## src/rtl/sprx_pkg.sv

```systemverilog
package sprx_pkg;
  typedef enum logic [2:0] {
    PH_IDLE,
    PH_ADDR,
    PH_PAD,
    PH_GAP,
    PH_DATA
  } phase_e;
endpackage

```

## src/rtl/sprx_framer.sv

```systemverilog
module sprx_framer
  import sprx_pkg::*;
#(
  parameter int ADDR_W  = 4,
  parameter int GAP_CYC = 3
) (
  input  logic              clk,
  input  logic              rst_n,
  input  logic              frame_n,
  input  logic              din,
  output logic [ADDR_W-1:0] addr,
  output logic              hdr_ok,
  output logic              frame_end,
  output logic              in_data,
  output logic              abort,
  output logic              err
);
  localparam int MAXC = (ADDR_W > GAP_CYC) ? ADDR_W : GAP_CYC;
  localparam int CW   = $clog2(MAXC + 1);

  phase_e            st;
  logic [CW-1:0]     cnt;
  logic [ADDR_W-1:0] sh;
  logic              armed;
  logic              chk;
  logic              gap_err;

  always_comb begin
    abort     = ((st == PH_ADDR || st == PH_GAP) && frame_n) ||
                (st == PH_PAD && (frame_n || !din));
    hdr_ok    = (st == PH_PAD) && !abort;
    frame_end = (st == PH_DATA) && frame_n;
    in_data   = (st == PH_DATA);
    gap_err   = (st == PH_IDLE) && !armed && chk && !frame_n;
  end

  always_ff @(posedge clk) begin
    if (!rst_n) begin
      st    <= PH_IDLE;
      cnt   <= '0;
      sh    <= '0;
      addr  <= '0;
      armed <= 1'b1;
      chk   <= 1'b0;
      err   <= 1'b0;
    end else begin
      err <= abort | gap_err;
      if (abort) begin
        st    <= PH_IDLE;
        armed <= frame_n;
        chk   <= 1'b0;
      end else begin
        case (st)
          PH_IDLE: begin
            if (!armed) begin
              armed <= frame_n;
              chk   <= 1'b0;
            end else if (!frame_n) begin
              sh  <= {din, sh[ADDR_W-1:1]};
              cnt <= CW'(1);
              st  <= PH_ADDR;
            end
          end
          PH_ADDR: begin
            sh  <= {din, sh[ADDR_W-1:1]};
            cnt <= cnt + CW'(1);
            if (cnt == CW'(ADDR_W - 1)) st <= PH_PAD;
          end
          PH_PAD: begin
            addr <= sh;
            cnt  <= '0;
            st   <= PH_GAP;
          end
          PH_GAP: begin
            cnt <= cnt + CW'(1);
            if (cnt == CW'(GAP_CYC - 1)) st <= PH_DATA;
          end
          PH_DATA: begin
            if (frame_n) begin
              st    <= PH_IDLE;
              armed <= 1'b0;
              chk   <= 1'b1;
            end
          end
          default: st <= PH_IDLE;
        endcase
      end
    end
  end

  assert_err_pulse_R3: assert property (@(posedge clk) disable iff (!rst_n)
    err |=> !err);
  assert_addr_stable_R2: assert property (@(posedge clk) disable iff (!rst_n)
    (st != PH_PAD) |=> $stable(addr));
endmodule

```

## src/rtl/sprx_link.sv

```systemverilog
module sprx_link (
  input  logic clk,
  input  logic rst_n,
  input  logic hdr_ok,
  input  logic clr,
  input  logic grant,
  output logic req,
  output logic busy_n
);
  always_ff @(posedge clk) begin
    if (!rst_n) begin
      req    <= 1'b0;
      busy_n <= 1'b0;
    end else if (clr) begin
      req    <= 1'b0;
      busy_n <= 1'b0;
    end else begin
      if (hdr_ok) req <= 1'b1;
      if (req && grant) busy_n <= 1'b1;
    end
  end

  assert_busy_hold_R4: assert property (@(posedge clk) disable iff (!rst_n)
    (busy_n && !clr) |=> busy_n);
  assert_busy_needs_req_R4: assert property (@(posedge clk) disable iff (!rst_n)
    busy_n |-> req);
endmodule

```

## src/rtl/sprx_packer.sv

```systemverilog
module sprx_packer #(
  parameter int BYTE_W = 8,
  localparam int CW    = $clog2(BYTE_W + 1)
) (
  input  logic              clk,
  input  logic              rst_n,
  input  logic              in_data,
  input  logic              valid_n,
  input  logic              busy_n,
  input  logic              din,
  input  logic              frame_end,
  output logic [BYTE_W-1:0] data,
  output logic              vld,
  output logic [CW-1:0]     bits,
  output logic              eof
);
  localparam int IW = $clog2(BYTE_W);

  logic [BYTE_W-1:0] acc_q, acc_n;
  logic [CW-1:0]     n_q, n_n;
  logic              take, flush;

  always_comb begin
    take  = in_data && !valid_n && busy_n;
    acc_n = acc_q;
    n_n   = n_q;
    if (take) begin
      acc_n[n_q[IW-1:0]] = din;
      n_n = n_q + CW'(1);
    end
    flush = (n_n == CW'(BYTE_W)) || (frame_end && (n_n != '0));
  end

  always_ff @(posedge clk) begin
    if (!rst_n) begin
      acc_q <= '0;
      n_q   <= '0;
      data  <= '0;
      bits  <= '0;
      vld   <= 1'b0;
      eof   <= 1'b0;
    end else begin
      vld <= flush;
      eof <= frame_end;
      if (flush) begin
        data  <= acc_n;
        bits  <= n_n;
        acc_q <= '0;
        n_q   <= '0;
      end else begin
        acc_q <= acc_n;
        n_q   <= n_n;
      end
    end
  end

  assert_bits_range_R7: assert property (@(posedge clk) disable iff (!rst_n)
    vld |-> (bits != '0 && bits <= CW'(BYTE_W)));
  assert_full_byte_R6: assert property (@(posedge clk) disable iff (!rst_n)
    (vld && !eof) |-> (bits == CW'(BYTE_W)));
  assert_eof_pulse_R7: assert property (@(posedge clk) disable iff (!rst_n)
    eof |=> !eof);
endmodule

```

## src/rtl/serial_port_rx.sv

```systemverilog
module serial_port_rx #(
  parameter int ADDR_W  = 4,
  parameter int GAP_CYC = 3,
  parameter int BYTE_W  = 8
) (
  input  logic                         clk,
  input  logic                         rst_n,
  input  logic                         frame_n,
  input  logic                         valid_n,
  input  logic                         din,
  input  logic                         grant,
  output logic                         busy_n,
  output logic                         req,
  output logic [ADDR_W-1:0]            dest_addr,
  output logic [BYTE_W-1:0]            byte_data,
  output logic                         byte_valid,
  output logic [$clog2(BYTE_W+1)-1:0]  byte_bits,
  output logic                         frame_done,
  output logic                         proto_err
);
  logic hdr_ok, frame_end, in_data, abort;

  sprx_framer #(.ADDR_W(ADDR_W), .GAP_CYC(GAP_CYC)) u_framer (
    .clk(clk), .rst_n(rst_n), .frame_n(frame_n), .din(din),
    .addr(dest_addr), .hdr_ok(hdr_ok), .frame_end(frame_end),
    .in_data(in_data), .abort(abort), .err(proto_err)
  );

  sprx_link u_link (
    .clk(clk), .rst_n(rst_n), .hdr_ok(hdr_ok), .clr(frame_end | abort),
    .grant(grant), .req(req), .busy_n(busy_n)
  );

  sprx_packer #(.BYTE_W(BYTE_W)) u_packer (
    .clk(clk), .rst_n(rst_n), .in_data(in_data), .valid_n(valid_n),
    .busy_n(busy_n), .din(din), .frame_end(frame_end),
    .data(byte_data), .vld(byte_valid), .bits(byte_bits), .eof(frame_done)
  );

  assert_no_err_while_busy_R3: assert property (@(posedge clk) disable iff (!rst_n)
    busy_n |-> !proto_err);
endmodule

```

## config.mk

```make
export PLATFORM = sky130hd
export DESIGN_NAME = serial_port_rx
export DESIGN_NICKNAME = d
export VERILOG_FILES = /design/src/rtl/sprx_pkg.sv /design/src/rtl/sprx_framer.sv /design/src/rtl/sprx_link.sv /design/src/rtl/sprx_packer.sv /design/src/rtl/serial_port_rx.sv
export SDC_FILE = /design/constraint.sdc
export NUM_CORES = 1
export LEC_CHECK = 0
export BUFFER_PORTS_ARGS = -buffer_cell sky130_fd_sc_hd__buf_4
export CORE_MARGIN = 1
export CORE_UTILIZATION = 45
export CTS_BUF_LIST = sky130_fd_sc_hd__clkbuf_4 sky130_fd_sc_hd__clkbuf_8 sky130_fd_sc_hd__clkbuf_16
export DETAILED_ROUTE_END_ITERATION = 7
export MAX_ROUTING_LAYER = met4
export PLACE_DENSITY = 0.72
export SLEW_MARGIN = 20
export SYNTH_ARGS = -nofsm -noshare
export SYNTH_HDL_FRONTEND = slang
export SYNTH_HIERARCHICAL = 1
export SYNTH_SLANG_ARGS = --single-unit
```

## constraint.sdc

```tcl
create_clock -name clk -period 5.49 [get_ports clk]
set_input_delay 0.2745 -clock clk [delete_from_list [all_inputs] [get_ports clk]]
set_output_delay 0.2745 -clock clk [all_outputs]
set_load 0.02 [all_outputs]
```

==> impl_results.md, run 1 <==
- Clock power share: 40.7%
- Worst slew pin tran: approximately 0.66 ns
- Overflow after GRT: 0
- Tmin final: 2.676 ns
- P_int: 0.0004790 W
- Drt first pass iters: 4
- Global-route wire length before repair: ~7400 µm
- Post_cts resized: 0
- Distinct cells, synth: 55
- Critical-path maximum fanout: 17
- DIE HEIGHT: roughly 72 µm
- Io pins: 27
- Core area: about 4800 µm²
- Port Buffers: 26
- Vias per inst: about 5.4
- # clock sinks: 45
- Syn avg cell area: 9.904 µm²
- CTS buffer count: 5
- Post-Layout Cell Count: ~310
- Worst slew margin: about 56%
- Number of diodes: 0
- Max Fclk: between 300 and 400 MHz
- Sequential area share after synthesis: between 40% and 50%
- Dpl cells: 306
- Worst Hold Class: in -> reg
- Postcts setup bufs: 0
- Antenna violations before repair: 0
- Routed Antenna Nets: 0
- WS Path Type: reg -> reg
- Synthesized cell area: about 2200 µm²
- Row count: 25
- DP Worst Slack: between 2 and 3 ns
- Root Driver: clkbuf_8
- Arr. time, crit path: around 2.8 ns
- Commonest non-fill, non-tap cells in the layout: dfxtp_1, a21oi_1, buf_4
- Most common cell after layout, fill and taps aside: dfxtp_1
- Synth top area cells: dfxtp_1, a21oi_1, a211oi_2
- Crit path required time: ~5.7 ns
- Die W: 72.37 µm
- Vias in the first global route: between 1,500 and 2,000
- Initial drt markers: 131
- Gate Count Post-Synth: around 230
- Total Routing Usage GR: 18.84%
- Placement Cell Area: approximately 2400 µm²
- CP endpoint kind: flip-flop
- Largest area contributor in the netlist: dfxtp_1
- Max rail drop VDD: about 0.2 mV
- Clock Latency Late Sink: 0.30 ns
- CTS tree: built
- Post-synth EDFFs: 0
- Setup crit start kind: flip-flop
- Cts hold-fix bufs: 0
- Number of synthesis warnings: 6
- Max Cap Viol: 0
- Fin. Hold Viols: 0
- RSZ-0062 raised after global routing: no
- Hold slack: 0.2066 ns
- Seq pwr share: 53.7%
- Area grow syn2layout: 13.64%
- Clock Skew: between 0.0015 and 0.002 ns
- Max Slew Vio Count: 0
- Clock Tree Buf Depth: 2
- Tcrit/Tclk final: 48.73%
- Combinational share of power: under 10%
- Starting Density: approximately 47%
- Vias: 1,698
- Final instance area: roughly 2500 µm²
- Routed WL per cell: between 10 and 15 µm
- Setup violations, final: 0
- Syn nets: between 200 and 250
- Routed wire length: 4405 µm
- Switching Share: 23.11%
- Top FF cell, synth: dfxtp_1
- Detailed Place HPWL: roughly 3100 µm
- H-tree depth: 2
- Pin count of the biggest net entering global routing: 18
- Top-area cell type share of the netlist area: ~40%
- Clk pin slew, worst setup/hold paths: 0.09 ns
- Worst Slack Setup Final: around 2.8 ns
- Final #Nets: roughly 260
- Status: finished, final reports clean
- Leak Pwr: 0.9511 nW
- Die area: approximately 5200 µm²
- DRC: 0
- Global placement routability congestion: 0.8027
- # fillers: roughly 460
- Register bit total from synthesis: 45
- Setup tns final: 0 ns
- Pwr Density: approximately 250 nW/µm²
- Switching power: ~0.00014 W
- Asr flop ratio synth: 0%
- Share of cells above drive strength 1: around a quarter
worst paths after layout:
check / start / endpoint / slack (ns) / cells after the start
max reg2reg: u_framer/st[0] / u_packer/data[3] / 2.81 / 7
min reg2reg: u_framer/sh[0] / u_framer/sh[0] / 0.48 / 2
min: grant / u_link/busy_n / 0.21 / 3
max: u_framer/st[0] / u_packer/data[3] / 2.81 / 7
kinds of logic (layout without fill, tap and decap cells):
kind of cell    Yosys count  after routing  synth area share, %
compound gates           63             63                21.51
xor+xnor                  4              4                1.909
fa+ha+maj                 4              4                2.246
buf+inv                  22             44                5.727
flops                    45             45                40.43
mux                      10             10                4.492
simple gates             77             77                23.69
sequential cells by signal (all words and copies together) (netlist names), 3 cells and up:
| name | cells |
|---|---|
| u_framer/addr | 4 |
| u_framer/cnt | 3 |
| u_framer/sh | 4 |
| u_framer/st | 3 |
| u_packer/acc_q | 8 |
| u_packer/bits | 4 |
| u_packer/data | 8 |
| u_packer/n_q | 4 |
power by group through the flow:
stage	logic (W)	registers [W]	clock network [W]
3_5_place_dp	0.0000344	0.000342	0
6_report	0.0000349	0.000335	0.000253
3_3_place_gp	0.0000343	0.000342	0
4_1_cts	0.0000347	0.000335	0.000263
5_1_grt	0.0000388	0.000336	0.000274
2_1_floorplan	0.0000258	0.000340	0
cell type report:
type	instances	area, µm²	area share, %
flip-flops and latches	45	900.9	35.57
clock buffers	5	68.82	2.717
inverters	10	37.54	1.482
repair buffers	26	195.2	7.707
well taps	67	83.83	3.310
clock inverters	3	46.29	1.828
multi-input cells	158	1200	47.38
metal layers:
metal	global-route usage (%)	up-vias	routed length [µm]
met3	4.444	6	214
met4	6.972	0	56
li1	-	860	-
met2	27.83	37	1925
met1	25.02	795	2209
met5	-	-	0
through the flow:
| step | power (W) | util [%] |
|---|---|---|
| after floorplan | 0.0003662 | - |
| after global placement | 0.0003764 | 50.84 |
| after detailed placement | 0.0003768 | 50.84 |
| after CTS | 0.0006324 | 53.26 |
| after global routing | 0.0006481 | 53.26 |
| final | 0.0006229 | 53.26 |
Yosys cell counts, drive strengths merged (2+ instances only):
| cell | instances |
|---|---|
| xor2 | 3 |
| nor4 | 2 |
| mux2i | 10 |
| o21ai | 12 |
| ha | 4 |
| nor3b | 2 |
| or2 | 3 |
| nand2 | 3 |
| and3 | 2 |
| buf | 8 |
| and2 | 3 |
| nor4b | 5 |
| inv | 9 |
| clkbuf | 3 |
| a211oi | 11 |
| nor2 | 21 |
| or3 | 5 |
| dfxtp | 45 |
| nand3 | 13 |
| a21oi | 28 |
| o21a | 2 |
| nor3 | 10 |
| nand3b | 3 |
critical path, cell delays in order, from the launching register on:
cell and delay, ns:
dfxtp_1 0.46, nor2_1 0.45, and2_1 0.30, nand3b_4 0.15
nor4b_4 0.20, a221o_4 0.50, nor2_4 0.34, a211oi_2 0.12
(Power assumes the default switching activity.)
==> run 2, diff against run 1 <==
clock period = 2.5 ns   (was 5.49 ns; I/O delays follow)
==> run 2 against run 1 <==
Against the previous run: non-clock buffer count increased by 6; combinational power rose to 2.5 times the previous value; global-route usage is 0.17 points higher; count of clock-buffer cells in the layout is the same; flip-flop and latch count unchanged; largest cell class unchanged; sequential share of layout area shrank 0.47 points; die area is the same; maximum frequency grew 22%; clock power rose by 110%; register-to-register slack worse by 2.5 ns; worst setup slack got worse by 2.5 ns; via count up 1.1%.
==> impl_results.md, run 2 (same netlist as run 1, synthesis figures left out) <==
- Row count: 25 (unchanged)
- Tcrit/Tclk final: 88.04% (was 48.73%)
- Most common cell after layout, fill and taps aside: dfxtp_1 (unchanged)
- DP Worst Slack: 0.3160 ns (was 2.858 ns)
- Regs by FF count: u_packer/acc_q x8, u_packer/data x8 (unchanged)
- Reg2Reg Depth: 7 (unchanged)
- Total Routing Usage GR: 19.00% (was 18.84%)
- Max Slew Vio Count: 0 (unchanged)
- Postcts setup bufs: 0 (unchanged)
- Final Power: 0.001349 W (was 0.0006229 W)
- Die W: 72.37 µm (unchanged)
- Routed WL per cell: 14.22 µm (was 14.03 µm)
- RSZ-0062 raised after global routing: no (unchanged)
- Worst slew margin: 58.89% (was 55.72%)
- Setup crit start kind: flip-flop (unchanged)
- Port Buffers: 26 (unchanged)
- Initial drt markers: 121 (was 131)
- Final #Nets: 262 (was 256)
- H-tree depth: 2 (unchanged)
- Share of cells above drive strength 1: 26.59% (was 25.10%)
- Setup tns final: 0 ns (unchanged)
- # clock sinks: 45 (unchanged)
- Max Cap Viol: 0 (unchanged)
- Placement Cell Area: 2462 µm² (was 2417 µm²)
- Routed wire length: 4537 µm (was 4405 µm)
- Fin. Hold Viols: 0 (unchanged)
- Starting Density: 46.87% (unchanged)
- Overflow after GRT: 0 (unchanged)
- Vias: 1,717 (was 1,698)
- Area grow syn2layout: 15.16% (was 13.64%)
- Crit path buf inv count: 0 (unchanged)
- Global-route wire length before repair: 7534 µm (was 7383 µm)
- Clock Skew: 0.002757 ns (was 0.001744 ns)
- Clock Latency Late Sink: 0.29 ns (was 0.30 ns)
- Crit path required time: 2.66 ns (was 5.66 ns)
- DIE HEIGHT: 72.37 µm (unchanged)
- Global placement routability congestion: 0.8644 (was 0.8027)
- Cts hold-fix bufs: 0 (unchanged)
- Root Driver: clkbuf_8 (unchanged)
- Arr. time, crit path: 2.36 ns (was 2.84 ns)
- Status: finished, final reports clean (unchanged)
- Drt first pass iters: 4 (unchanged)
- Reg2Reg Launch Point: u_framer/st[1] (was u_framer/st[0])
- CTS buffer count: 5 (unchanged)
- Worst slew pin tran: 0.6160 ns (was 0.6635 ns)
- Detailed Place HPWL: 3148 µm (was 3060 µm)
- Max rail drop VDD: 0.3116 mV (was 0.2018 mV)
- Max Fclk: 454.4 MHz (was 373.8 MHz)
- Critical-path maximum fanout: 11 (was 17)
- Tmin final: 2.201 ns (was 2.676 ns)
- Antenna violations before repair: 0 (unchanged)
- Post_cts resized: 0 (unchanged)
- Commonest non-fill, non-tap cells in the layout: dfxtp_1, buf_4, a21oi_1 (was dfxtp_1, a21oi_1, buf_4)
- Worst Slack Setup Final: 0.2991 ns (was 2.814 ns)
- Setup violations, final: 0 (unchanged)
- CP endpoint: u_packer/data[7] (was u_packer/data[3])
- Die area: 5237 µm² (unchanged)
- Worst Hold Class: in -> reg (unchanged)
- Worst r2r dst: u_packer/data[7] (was u_packer/data[3])
- Crit path cell chain: nor2_1 > and2_1 > nand3b_4 > nor4b_4 > a221o_4 > nor2_4 > a211oi_2 (unchanged)
- Io pins: 27 (unchanged)
- DRC: 0 (unchanged)
- Vias per inst: 5.382 (was 5.408)
- Vias in the first global route: 1,620 (was 1,505)
- Pwr Density: 525.5 nW/µm² (was 246.0 nW/µm²)
- WS Path Type: reg -> reg (unchanged)
- Leak Pwr: 0.9809 nW (was 0.9511 nW)
- Core area: 4755 µm² (unchanged)
- Pin count of the biggest net entering global routing: 17 (was 18)
- Max incr delay on CP: 0.50 ns (about the same)
- CTS tree: built (unchanged)
- Cell family with most CP delay: simple AND/OR/NAND/NOR gates (unchanged)
- CP Depth: 7 (unchanged)
- Number of diodes: 0 (unchanged)
- Critical Path Start: u_framer/st[1] (was u_framer/st[0])
- CP max-delay cell: a221o_4 (unchanged)
- CP endpoint kind: flip-flop (unchanged)
- Clock Tree Buf Depth: 2 (unchanged)
- R2r setup slk: 0.30 ns (was 2.81 ns)
- Final instance area: 2566 µm² (was 2532 µm²)
- Clk pin slew, worst setup/hold paths: 0.08 ns (was 0.09 ns)
- Routed Antenna Nets: 0 (unchanged)
## run 2: changes by cell type in the layout (fill, tap and decap cells not counted), sizes merged
cell | previous run | this run
clkinvlp | 1 | 0
buf | 26 | 32
## run 2: worst min path at each step
stage                from            end  slack (ns)  cells after the start
floorplan           rst_n   u_framer/err        0.24                      1
global placement    grant  u_link/busy_n        0.37                      3
detailed placement  grant  u_link/busy_n        0.36                      3
CTS                 grant  u_link/busy_n        0.05                      3
global route        grant  u_link/busy_n        0.09                      3
finish              grant  u_link/busy_n        0.06                      3
## run 2: area by class of cell
cell class / instances / area, µm²
fillers: 451 / 2188
multi-input cells: 158 / 1200
flip-flops and latches: 45 / 900.9
repair buffers: 32 / 240.2
well taps: 67 / 83.83
clock buffers: 5 / 68.82
inverters: 10 / 37.54
clock inverters: 2 / 35.03
## run 2: layer usage
layer  GRT usage, %  vias up  part of all wire, %
met5              -        -                    0
met4          5.882        0                 0.71
met3          4.861        4                  3.5
met2          29.70       29                   45
met1          24.13      812                   51
li1               -      872                    -
## run 2: worst min-delay path: cells and delay by family
family | cells | cell delay, ns
and+or+nand+nor | 1 | 0.07
buffers and inverters | 1 | 0.07
AOI/OAI and AO/OA | 1 | 0.05
## run 2: power breakdown
group          internal (W)  total (W)  switching [W]
Sequential         0.000724   0.000730     0.00000601
Clock              0.000291   0.000530       0.000240
Combinational     0.0000333  0.0000886      0.0000553
## run 2: through the flow
stage / utilization, % / hold slack [ns] / std cells
after CTS: 53.97 / 0.05310 / 319
after floorplan: - / 0.2427 / 225
after detailed placement: 51.79 / 0.3614 / 312
after global placement: 51.79 / 0.3673 / 312
after global routing: 53.97 / 0.09231 / 319
final: 53.97 / 0.05860 / 319
==> run 3, diff against run 2 <==
PLACE_DENSITY = 0.75   (was 0.72)
==> run 3 against run 2 <==
Against the previous run: die area stayed put; sequential power about the same; global-route usage up 0.53 points; flip-flop and latch count unchanged; critical path depth is the same; count of clock-buffer cells in the layout unchanged; clock power decreased by 17%; routed wire length grew 1.8%; combinational power fell by 0.7%; register-to-register slack improved by 0.03 ns; largest cell class unchanged; largest power group unchanged.
==> impl_results.md, run 3 (same netlist as run 1, synthesis figures left out) <==
- Hold slack: 0.05749 ns (was 0.05860 ns)
- CP endpoint kind: flip-flop (unchanged)
- Root Driver: clkbuf_8 (unchanged)
- Vias per inst: 5.450 (was 5.382)
- Clock Skew: 0.004783 ns (was 0.002757 ns)
- Final #Nets: 262 (unchanged)
- Max Fclk: 459.9 MHz (was 454.4 MHz)
- Setup tns final: 0 ns (unchanged)
- Vias: 1,744 (was 1,717)
- R2r setup slk: 0.33 ns (was 0.30 ns)
- RSZ-0062 raised after global routing: no (unchanged)
- # fillers: 473 (was 451)
- Status: finished, final reports clean (unchanged)
- Starting Density: 46.87% (unchanged)
- CTS tree: built (unchanged)
- Reg2Reg Depth: 7 (unchanged)
- Setup crit start kind: flip-flop (unchanged)
- Global placement routability congestion: 0.9012 (was 0.8644)
- Count of cells along the worst hold path: 3 (unchanged)
- CTS buffer count: 5 (unchanged)
- WS Path Type: reg -> reg (unchanged)
- Port Buffers: 26 (unchanged)
- Regs by FF count: u_packer/acc_q x8, u_packer/data x8 (unchanged)
- Clock Latency Late Sink: 0.30 ns (was 0.29 ns)
- Antenna violations before repair: 0 (unchanged)
- Hold Crit Start: grant (unchanged)
- Drt first pass iters: 4 (unchanged)
- Detailed Place HPWL: 3239 µm (was 3148 µm)
- Core area: 4755 µm² (unchanged)
- H-tree depth: 2 (unchanged)
- Final Core Density: 53.61% (was 53.97%)
- Total Routing Usage GR: 19.53% (was 19.00%)
- Io pins: 27 (unchanged)
- Share of cells above drive strength 1: 26.88% (was 26.59%)
- Initial drt markers: 80 (was 121)
- Post_cts resized: 0 (unchanged)
- Overflow after GRT: 0 (unchanged)
- Placement Cell Area: 2462 µm² (unchanged)
- Reg2Reg Launch Point: u_framer/st[0] (was u_framer/st[1])
- Postcts setup bufs: 0 (unchanged)
- WHS Endpoint: u_link/busy_n (unchanged)
- Cts hold-fix bufs: 0 (unchanged)
- Clk pin slew, worst setup/hold paths: 0.08 ns (about the same)
- DP Worst Slack: 0.3273 ns (was 0.3160 ns)
- Arr. time, crit path: 2.34 ns (was 2.36 ns)
- DRC: 0 (unchanged)
- DIE HEIGHT: 72.37 µm (unchanged)
- Tmin final: 2.174 ns (was 2.201 ns)
- Max rail drop VDD: 0.3251 mV (was 0.3116 mV)
- Clock Tree Buf Depth: 2 (unchanged)
- Fin. Hold Viols: 0 (unchanged)
- Vias in the first global route: 1,610 (was 1,620)
- Number of diodes: 0 (unchanged)
- Worst slew margin: 57.23% (was 58.89%)
- Pin count of the biggest net entering global routing: 17 (unchanged)
- Max Cap Viol: 0 (unchanged)
- Critical-path maximum fanout: 11 (unchanged)
- Worst r2r dst: u_packer/data[0] (was u_packer/data[7])
- Tcrit/Tclk final: 86.97% (was 88.04%)
- Crit path required time: 2.66 ns (about the same)
- Row count: 25 (unchanged)
- Die W: 72.37 µm (unchanged)
- Area grow syn2layout: 14.37% (was 15.16%)
- Routed WL per cell: 14.43 µm (was 14.22 µm)
- Max Slew Vio Count: 0 (unchanged)
- Commonest non-fill, non-tap cells in the layout: dfxtp_1, buf_4, a21oi_1 (unchanged)
- Final instance area: 2549 µm² (was 2566 µm²)
- Global-route wire length before repair: 7652 µm (was 7534 µm)
- Routed Antenna Nets: 0 (unchanged)
- Routed wire length: 4617 µm (was 4537 µm)
- Leak Pwr: 0.9721 nW (was 0.9809 nW)
- Worst slew pin tran: 0.6408 ns (was 0.6160 ns)
- Pwr Density: 493.2 nW/µm² (was 525.5 nW/µm²)
- Worst Hold Class: in -> reg (unchanged)
- Most common cell after layout, fill and taps aside: dfxtp_1 (unchanged)
- Setup violations, final: 0 (unchanged)
- Die area: 5237 µm² (unchanged)
- Worst Slack Setup Final: 0.3257 ns (was 0.2991 ns)
- # clock sinks: 45 (unchanged)
-- run 3: worst max-delay path by stage --
stage	from	endpoint	slack, ns	cells after the start
2_1_floorplan	u_framer/st[0]	u_packer/bits[0]	0.32	8
3_3_place_gp	u_framer/st[0]	u_packer/data[2]	0.37	7
3_5_place_dp	u_framer/st[0]	u_packer/data[0]	0.33	7
4_1_cts	u_framer/st[0]	u_packer/data[0]	0.32	7
5_1_grt	u_framer/st[0]	u_packer/data[0]	0.24	7
6_report	u_framer/st[0]	u_packer/data[0]	0.33	7
-- run 3: cell type report --
class | count | area (µm²) | share of cell area, %
Sequential cell | 45 | 900.9 | 35.35
Multi-Input combinational cell | 158 | 1200 | 47.08
Clock buffer | 5 | 68.82 | 2.700
Timing Repair Buffer | 32 | 240.2 | 9.426
Clock inverter | 3 | 17.52 | 0.6873
Inverter | 10 | 37.54 | 1.473
Tap cell | 67 | 83.83 | 3.289
-- run 3: worst max-delay path, stage by stage, from the launching register on --
cell and delay [ns]:
dfxtp_1 0.32, nor2_1 0.14, and2_1 0.25, nand3b_4 0.15, nor4b_4 0.19, a221o_4 0.50, nor2_4 0.35, a211oi_2 0.13
-- run 3: power by group --
group / internal (W) / switching, W / leakage [nW] / total, W
registers: 0.000724 / 0.00000607 / 0.363 / 0.000730
clock network: 0.000193 / 0.000246 / 0.0439 / 0.000439
logic: 0.0000332 / 0.0000548 / 0.565 / 0.0000880
total: 0.000950 / 0.000307 / 0.972 / 0.00126
-- run 3: per-stage QoR --
| step | power, W | std cells |
|---|---|---|
| after floorplan | 0.0008041 | 225 |
| after global placement | 0.0008322 | 312 |
| after detailed placement | 0.0008331 | 312 |
| after CTS | 0.001274 | 320 |
| after global routing | 0.001312 | 320 |
| final | 0.001257 | 320 |
-- run 3: metal layers --
layer	wire (µm)	vias up	share of wire, %	GRT usage (%)
met5	0	-	0	-
met4	48	0	1.0	5.882
met3	218	5	4.7	4.722
met2	2058	41	45	28.66
met1	2291	829	50	26.58
li1	-	869	-	-
